### src/rtl/sbu_pkg.sv
package sbu_pkg;
  parameter int unsigned ADDR_W = 32;
  parameter int unsigned WORD_W = 32;
  parameter int unsigned PH_W   = 3;
  parameter int unsigned DAT_W  = 8;

  localparam int unsigned OP_LSB   = 27;
  localparam int unsigned PH_LSB   = 24;
  localparam int unsigned CRY_BIT  = 21;
  localparam int unsigned POL_BIT  = 19;
  localparam int unsigned DCE_BIT  = 18;
  localparam int unsigned PCE_BIT  = 17;

  typedef enum logic [2:0] {
    OP_INT  = 3'd3,
    OP_FLY  = 3'd4
  } op_e;

  typedef struct packed {
    logic take;
    logic is_int;
    logic is_fly;
  } verdict_t;
endpackage

### src/rtl/sbu_cond_eval.sv
module sbu_cond_eval
  import sbu_pkg::*;
(
  input  logic [WORD_W-1:0] word,
  input  logic              carry,
  input  logic [PH_W-1:0]   phase_lat,
  input  logic [DAT_W-1:0]  data_lat,
  input  logic              initiator,
  output verdict_t          verdict
);
  logic [PH_W-1:0]  ph_field;
  logic [DAT_W-1:0] dat_field;
  logic [2:0]       op_field;
  logic             ph_ok, dat_ok, match;

  always_comb begin
    ph_field  = word[PH_LSB +: PH_W];
    dat_field = word[DAT_W-1:0];
    op_field  = word[OP_LSB +: 3];
    // phase only counts in initiator mode
    ph_ok  = !(word[PCE_BIT] && initiator) || (ph_field == phase_lat);
    dat_ok = !word[DCE_BIT] || (dat_field == data_lat);
    match  = word[CRY_BIT] ? carry : (ph_ok && dat_ok);
    verdict.take   = word[POL_BIT] ? match : !match;
    verdict.is_int = (op_field == OP_INT);
    verdict.is_fly = (op_field == OP_FLY);
  end
endmodule

### src/rtl/sbu_int_ctrl.sv
module sbu_int_ctrl
  import sbu_pkg::*;
(
  input  logic              clk,
  input  logic              rst_n,
  input  logic              accept,
  input  verdict_t          verdict,
  input  logic [ADDR_W-1:0] addr,
  input  logic              host_ptr_wr,
  input  logic              host_fly_clr,
  output logic              sel_valid,
  output logic              sel_taken,
  output logic [ADDR_W-1:0] vector,
  output logic              halted,
  output logic              fly_status
);
  logic int_hit, fly_hit;

  always_comb begin
    int_hit = accept && verdict.take && verdict.is_int;
    fly_hit = accept && verdict.take && verdict.is_fly;
  end

  always_ff @(posedge clk or negedge rst_n) begin
    if (!rst_n) begin
      sel_valid  <= 1'b0;
      sel_taken  <= 1'b0;
      vector     <= '0;
      halted     <= 1'b0;
      fly_status <= 1'b0;
    end else begin
      sel_valid <= accept;
      sel_taken <= accept && verdict.take && !verdict.is_int && !verdict.is_fly;
      if (int_hit) vector <= addr;
      if (int_hit) halted <= 1'b1;
      else if (host_ptr_wr) halted <= 1'b0;
      if (fly_hit) fly_status <= 1'b1;
      else if (host_fly_clr) fly_status <= 1'b0;
    end
  end

  a_r5_result_follows_accept: assert property (@(posedge clk) disable iff (!rst_n)
    accept |=> sel_valid);
  a_r6_int_halts: assert property (@(posedge clk) disable iff (!rst_n)
    int_hit |=> halted);
  a_r7_vector_loaded: assert property (@(posedge clk) disable iff (!rst_n)
    int_hit |=> (vector == $past(addr)));
  a_r7_vector_held: assert property (@(posedge clk) disable iff (!rst_n)
    !int_hit |=> $stable(vector));
  a_r8_release: assert property (@(posedge clk) disable iff (!rst_n)
    (host_ptr_wr && !int_hit) |=> !halted);
  a_r9_fly_no_halt: assert property (@(posedge clk) disable iff (!rst_n)
    (fly_hit && !halted) |=> (fly_status && !halted));
  a_r10_fly_clear: assert property (@(posedge clk) disable iff (!rst_n)
    (host_fly_clr && !fly_hit) |=> !fly_status);
endmodule

### src/rtl/script_branch_unit.sv
module script_branch_unit
  import sbu_pkg::*;
(
  input  logic              clk,
  input  logic              rst_n,
  input  logic              instr_valid,
  output logic              instr_ready,
  input  logic [WORD_W-1:0] instr_word,
  input  logic [ADDR_W-1:0] instr_addr,
  input  logic              carry,
  input  logic [PH_W-1:0]   phase_lat,
  input  logic [DAT_W-1:0]  data_lat,
  input  logic              initiator,
  input  logic              host_ptr_wr,
  input  logic              host_fly_clr,
  output logic              sel_valid,
  output logic              sel_taken,
  output logic              irq_n,
  output logic [ADDR_W-1:0] int_vector,
  output logic              halted,
  output logic              fly_status
);
  verdict_t verdict;
  logic     accept;

  assign instr_ready = !halted;
  assign accept      = instr_valid && instr_ready;
  assign irq_n       = !(halted || fly_status);

  sbu_cond_eval u_cond (
    .word      (instr_word),
    .carry     (carry),
    .phase_lat (phase_lat),
    .data_lat  (data_lat),
    .initiator (initiator),
    .verdict   (verdict)
  );

  sbu_int_ctrl u_ctrl (
    .clk          (clk),
    .rst_n        (rst_n),
    .accept       (accept),
    .verdict      (verdict),
    .addr         (instr_addr),
    .host_ptr_wr  (host_ptr_wr),
    .host_fly_clr (host_fly_clr),
    .sel_valid    (sel_valid),
    .sel_taken    (sel_taken),
    .vector       (int_vector),
    .halted       (halted),
    .fly_status   (fly_status)
  );

  a_r6_no_accept_halted: assert property (@(posedge clk) disable iff (!rst_n)
    (halted && instr_valid) |=> !sel_valid);
  a_r5_taken_needs_valid: assert property (@(posedge clk) disable iff (!rst_n)
    sel_taken |-> sel_valid);
endmodule

### config.mk
export PLATFORM = sky130hd
export DESIGN_NAME = script_branch_unit
export DESIGN_NICKNAME = d
export VERILOG_FILES = /design/src/rtl/sbu_pkg.sv /design/src/rtl/sbu_cond_eval.sv /design/src/rtl/sbu_int_ctrl.sv /design/src/rtl/script_branch_unit.sv
export SDC_FILE = /design/constraint.sdc
export NUM_CORES = 1
export LEC_CHECK = 0
export ABC_AREA = 1
export BUFFER_PORTS_ARGS = -buffer_cell sky130_fd_sc_hd__buf_2
export CAP_MARGIN = 10
export CELL_PAD_IN_SITES_DETAIL_PLACEMENT = 0
export CELL_PAD_IN_SITES_GLOBAL_PLACEMENT = 1
export CORE_UTILIZATION = 29
export DETAILED_ROUTE_END_ITERATION = 10
export GPL_TIMING_DRIVEN = 0
export HOLD_SLACK_MARGIN = 0.03
export PLACE_DENSITY = 0.81
export SYNTH_ARGS = -nofsm -noshare
export SYNTH_HDL_FRONTEND = slang
export SYNTH_SLANG_ARGS = --single-unit
### constraint.sdc
create_clock -name clk -period 2.6 [get_ports clk]
set_input_delay 0.52 -clock clk [delete_from_list [all_inputs] [get_ports clk]]
set_output_delay 0.52 -clock clk [all_outputs]
set_load 0.1 [all_outputs]
== Word-level counts from Yosys, hierarchy flattened ==
Index checks and enable logic that the tools add are counted.

* Bits in registers: 36

* Reduce and logical (&&, ||, !) cells: 20
* Multiplexer cells: 6
* Equality and inequality tests: 4

{| class="wikitable"
|+ Operator list
! operator !! count
|-
| $eq 8x8->1 || 1
|-
| $logic_and 1x1->1 || 8
|-
| $logic_not 1->1 || 7
|-
| $mux 1 || 6
|-
| $reduce_bool 2->1 || 2
|-
| $eq 3x2->1 const B || 1
|-
| $eq 3x3->1 || 1
|-
| $eq 3x3->1 const B || 1
|-
| $logic_or 1x1->1 || 3
|}

== Depth between registers and ports, before layout ==
* Depth after elaboration: 10
* Gate-level depth with buffers: 14

== Modules after synthesis ==
From an unflattened synthesis, not the netlist that was laid out.

* Cell total of the unflattened synthesis: 220
* Area, all modules: 1769.2 um^2

{| class="wikitable"
|+ Modules (own cells, without submodules)
! module !! cells each !! times used !! area an instance (um^2)
|-
| sbu_int_ctrl || 155 || 1 || 1493.9
|-
| sbu_cond_eval || 61 || 1 || 260.2
|-
| script_branch_unit || 4 || 1 || 15.0
|}

== Least setup slack after synthesis ==
Ideal clock, no wire load.

* Kind: register -> output
* Start point: register u_ctrl.halted
* End point: output port irq_n
* Data required time: 2080 ps
* Path buffers: 0
* Arrival time: 2167 ps
* Slack: -87 ps
* Cell stages (with the launch flop): 2
* Cells stage by stage: dfrtp_1 -> nor2_1

* Longest elaborated chain between the ends: 2

{| class="wikitable"
|+ Ends and longest elaborated chain
! item !! line !! source
|-
| start: declaration || sbu_int_ctrl.sv:14 || <nowiki>output logic halted,</nowiki>
|-
| start signal: assignment || sbu_int_ctrl.sv:29 || <nowiki>halted <= 1'b0;</nowiki>
|-
| start signal: assignment || sbu_int_ctrl.sv:35 || <nowiki>if (int_hit) halted <= 1'b1;</nowiki>
|-
| start signal: assignment || sbu_int_ctrl.sv:36 || <nowiki>else if (host_ptr_wr) halted <= 1'b0;</nowiki>
|-
| $logic_or 1x1->1 || script_branch_unit.sv:28 || <nowiki>assign irq_n = !(halted || fly_status);</nowiki>
|-
| $logic_not 1->1 || script_branch_unit.sv:28 ||
|-
| end: declaration || script_branch_unit.sv:18 || <nowiki>output logic irq_n,</nowiki>
|}

No other way between the ends.

== Worst setup path after layout ==
Ends and elaborated chain as after synthesis.

==> results by group <==
Outcome
  – Status: complete, no violations

GRT
  – Total gr overflow: 0
  – Via count of the first global-routing pass: 1,705
  – Largest net degree at the start of global routing: 37
  – Initial antenna violation count: 0
  – Gr usage total: 15.34%
  – First-pass GRT wire length: 7445 um

Critical path
  – Flop2flop setup slack: 1.12 ns
  – Critical Path Sink: irq_n
  – CP Capture Type: primary output
  – Worst r2r path cells: 5
  – WP data required: 2.08 ns
  – WP data arrival: 1.23 ns
  – CP startpoint kind: flip-flop
  – Crit-path max FO: 4
  – Worst r2r src: u_ctrl.halted
  – FF-to-FF End: u_ctrl.vector[3]
  – Setup CP Type: flip-flop to primary output
  – Start point of the critical path: u_ctrl.halted

STA
  – Final worst slack: 0.8522 ns
  – Fin Setup TNS: 0 ns
  – Least-Margin Pin Slew: 0.8071 ns
  – Max Fclk: 572.1 MHz
  – Period Utilization, post-route: 67.22%
  – Crit path time final: 1.748 ns
  – Clock skew: 0.004996 ns
  – Final hold violation count: 0
  – Slew Limit Headroom: 46.19%
  – Fin. max-slew vios: 0
  – RSZ-0062 raised after global routing: false
  – Setup-failing EPs final: 0

Min path
  – Hold Crit Class: primary input to asynchronous set/reset pin

Floorplanning
  – Cell Rows: 27
  – Die height: 78.29 um
  – Initial core utilization: 30.28%
  – Die ar.: 6129 sq um
  – I/O pin count: 120
  – Core ar.: 5574 sq um
  – Die X: 78.29 um

Routing
  – Final wirelength: 4309 um
  – Metal-1 WL: 1926 um
  – Met3 Wirelength: 305 um
  – Met2 WL: 2007 um
  – Top sig layer: met4
  – Vias per cell: 4.347
  – Initial DRC count: 70
  – Routed vias: 1,743
  – Wire per inst: 10.75 um
  – Pre-antenna DRT Iters: 5
  – ANT nets after route: 0
  – DR DRC count: 0

Cells and area
  – Post-layout util: 42.94%
  – Area delta synth->final: 41.81%
  – Fill count: 600
  – Most frequent cells in the layout: buf_2, nand2_1, dfrtp_1
  – Area of the multi-input gates: 650.6 sq um
  – Inserted Diodes: 0
  – Register area: 900.9 sq um
  – Final nets: 410
  – Most common cell after layout, fill and taps aside: buf_2
  – Proportion of layout cells with a drive suffix above 1: 37.08%

Place
  – Final GP Congestion: 0.7001
  – Setup WS pre-CTS: 0.5310 ns
  – IO buf count: 105
  – Post-DP HPWL: 3260 um

Synthesis
  – Synth warnings: 0
  – Syn nets: 298
  – Synthesized instance count: 216
  – Unique masters post-synth: 15
  – Sequential fraction of the synthesis area: 53.37%
  – Syn Area/Cell: 7.814 sq um
  – Cell area after synthesis: 1688 sq um
  – Seq cells post-synth: 36

CTS
  – Worst-path clk slew: 0.07 ns
  – Num CTS Buffers: 5
  – Setup Buffers After CTS: 0
  – CTS tree: done
  – Htree depth: 2
  – Hold-fix buffers at CTS: 0
  – Worst-skew pair later-pin latency: 0.28 ns
  – CTS Buffer Depth: 2
  – CTS Sinks: 36
  – CTS resizes: 0
  – Root buffer cell: clkbuf_8

Pwr
  – Leakage power: 1.473 nW
  – VDD IR-drop max: 0.0005503 V
  – Power per standard cell area: 1054 nW/um^2

Flow run
  – Max Cap Viol: 0
registers in the layout, summed over array words and instances (netlist names):
register,cells
u_ctrl.fly_status,1
u_ctrl.halted,1
u_ctrl.sel_taken,1
u_ctrl.sel_valid,1
u_ctrl.vector,32
critical path, stage by stage, from the launching register on:
cell and delay (ns):
dfrtp_1 0.42, nor2_2 0.11, buf_2 0.42
worst min-delay path by stage:
| stage | start | endpoint | slack, ns | cells after the start |
|---|---|---|---|---|
| global route | rst_n | u_ctrl.vector[13] | 0.39 | 1 |
| detailed placement | u_ctrl.vector[22] | u_ctrl.vector[22] | 0.46 | 2 |
| finish | rst_n | u_ctrl.vector[12] | 0.33 | 1 |
| CTS | rst_n | u_ctrl.vector[12] | 0.35 | 1 |
| global placement | u_ctrl.vector[22] | u_ctrl.vector[22] | 0.46 | 2 |
| floorplan | rst_n | u_ctrl.fly_status | 0.22 | 0 |
per-layer routing:
metal | global-route usage (%) | up-vias
li1 | - | 888
met1 | 18.30 | 783
met2 | 26.49 | 63
met3 | 4.070 | 9
met4 | 5.370 | 0
met5 | 0 | -
final cells by class:
class,instances,share of cell area (%)
Buffer,9,2.509
Clock buffer,5,2.875
Clock inverter,3,0.7841
Inverter,21,3.293
Multi-Input combinational cell,150,27.18
Sequential cell,36,37.64
Tap cell,72,3.764
Timing Repair Buffer,105,21.96
synthesized netlist by cell type:
| library cell | n | area (sq um) |
|---|---|---|
| clkbuf_1 | 3 | 11.26 |
| dfrtp_1 | 36 | 900.9 |
| nor3_1 | 1 | 5.000 |
| nor2_1 | 5 | 18.77 |
| nand2_1 | 99 | 371.6 |
| buf_6 | 3 | 33.78 |
| buf_2 | 3 | 15.01 |
| o21ai_0 | 2 | 10.01 |
| xnor2_1 | 4 | 35.03 |
| nor2_4 | 1 | 11.26 |
| inv_1 | 21 | 78.83 |
| nand3_2 | 1 | 10.01 |
| nand4_1 | 1 | 6.260 |
| nand3_1 | 34 | 170.2 |
| a21oi_1 | 2 | 10.01 |
logic make-up after synthesis:
family	synth area share, %
AND/OR/NAND/NOR	35.14
flip-flops	53.37
buffers and inverters	8.228
AO/OA/AOI/OAI	1.186
XOR/XNOR	2.075
report_power, final:
| part | leakage (nW) | internal (mW) | switching, mW |
|---|---|---|---|
| logic | 0.966 | 0.205 | 1.17 |
| clock network | 0.0479 | 0.187 | 0.203 |
| registers | 0.459 | 0.689 | 0.0651 |
| total | 1.47 | 1.08 | 1.44 |
metrics by stage:
| stage | cells | hold slack, ns | power [mW] | instance area [sq um] |
|---|---|---|---|---|
| after detailed placement | 393 | 0.4615 | 2.150 | 2306 |
| final | 401 | 0.3265 | 2.522 | 2394 |
| after floorplan | 216 | 0.2244 | 1.895 | 1690 |
| after global routing | 401 | 0.3914 | 2.646 | 2394 |
| after global placement | 393 | 0.4576 | 2.137 | 2306 |
| after CTS | 401 | 0.3544 | 2.551 | 2394 |
No activity file was read; power rests on OpenSTA's default activity.
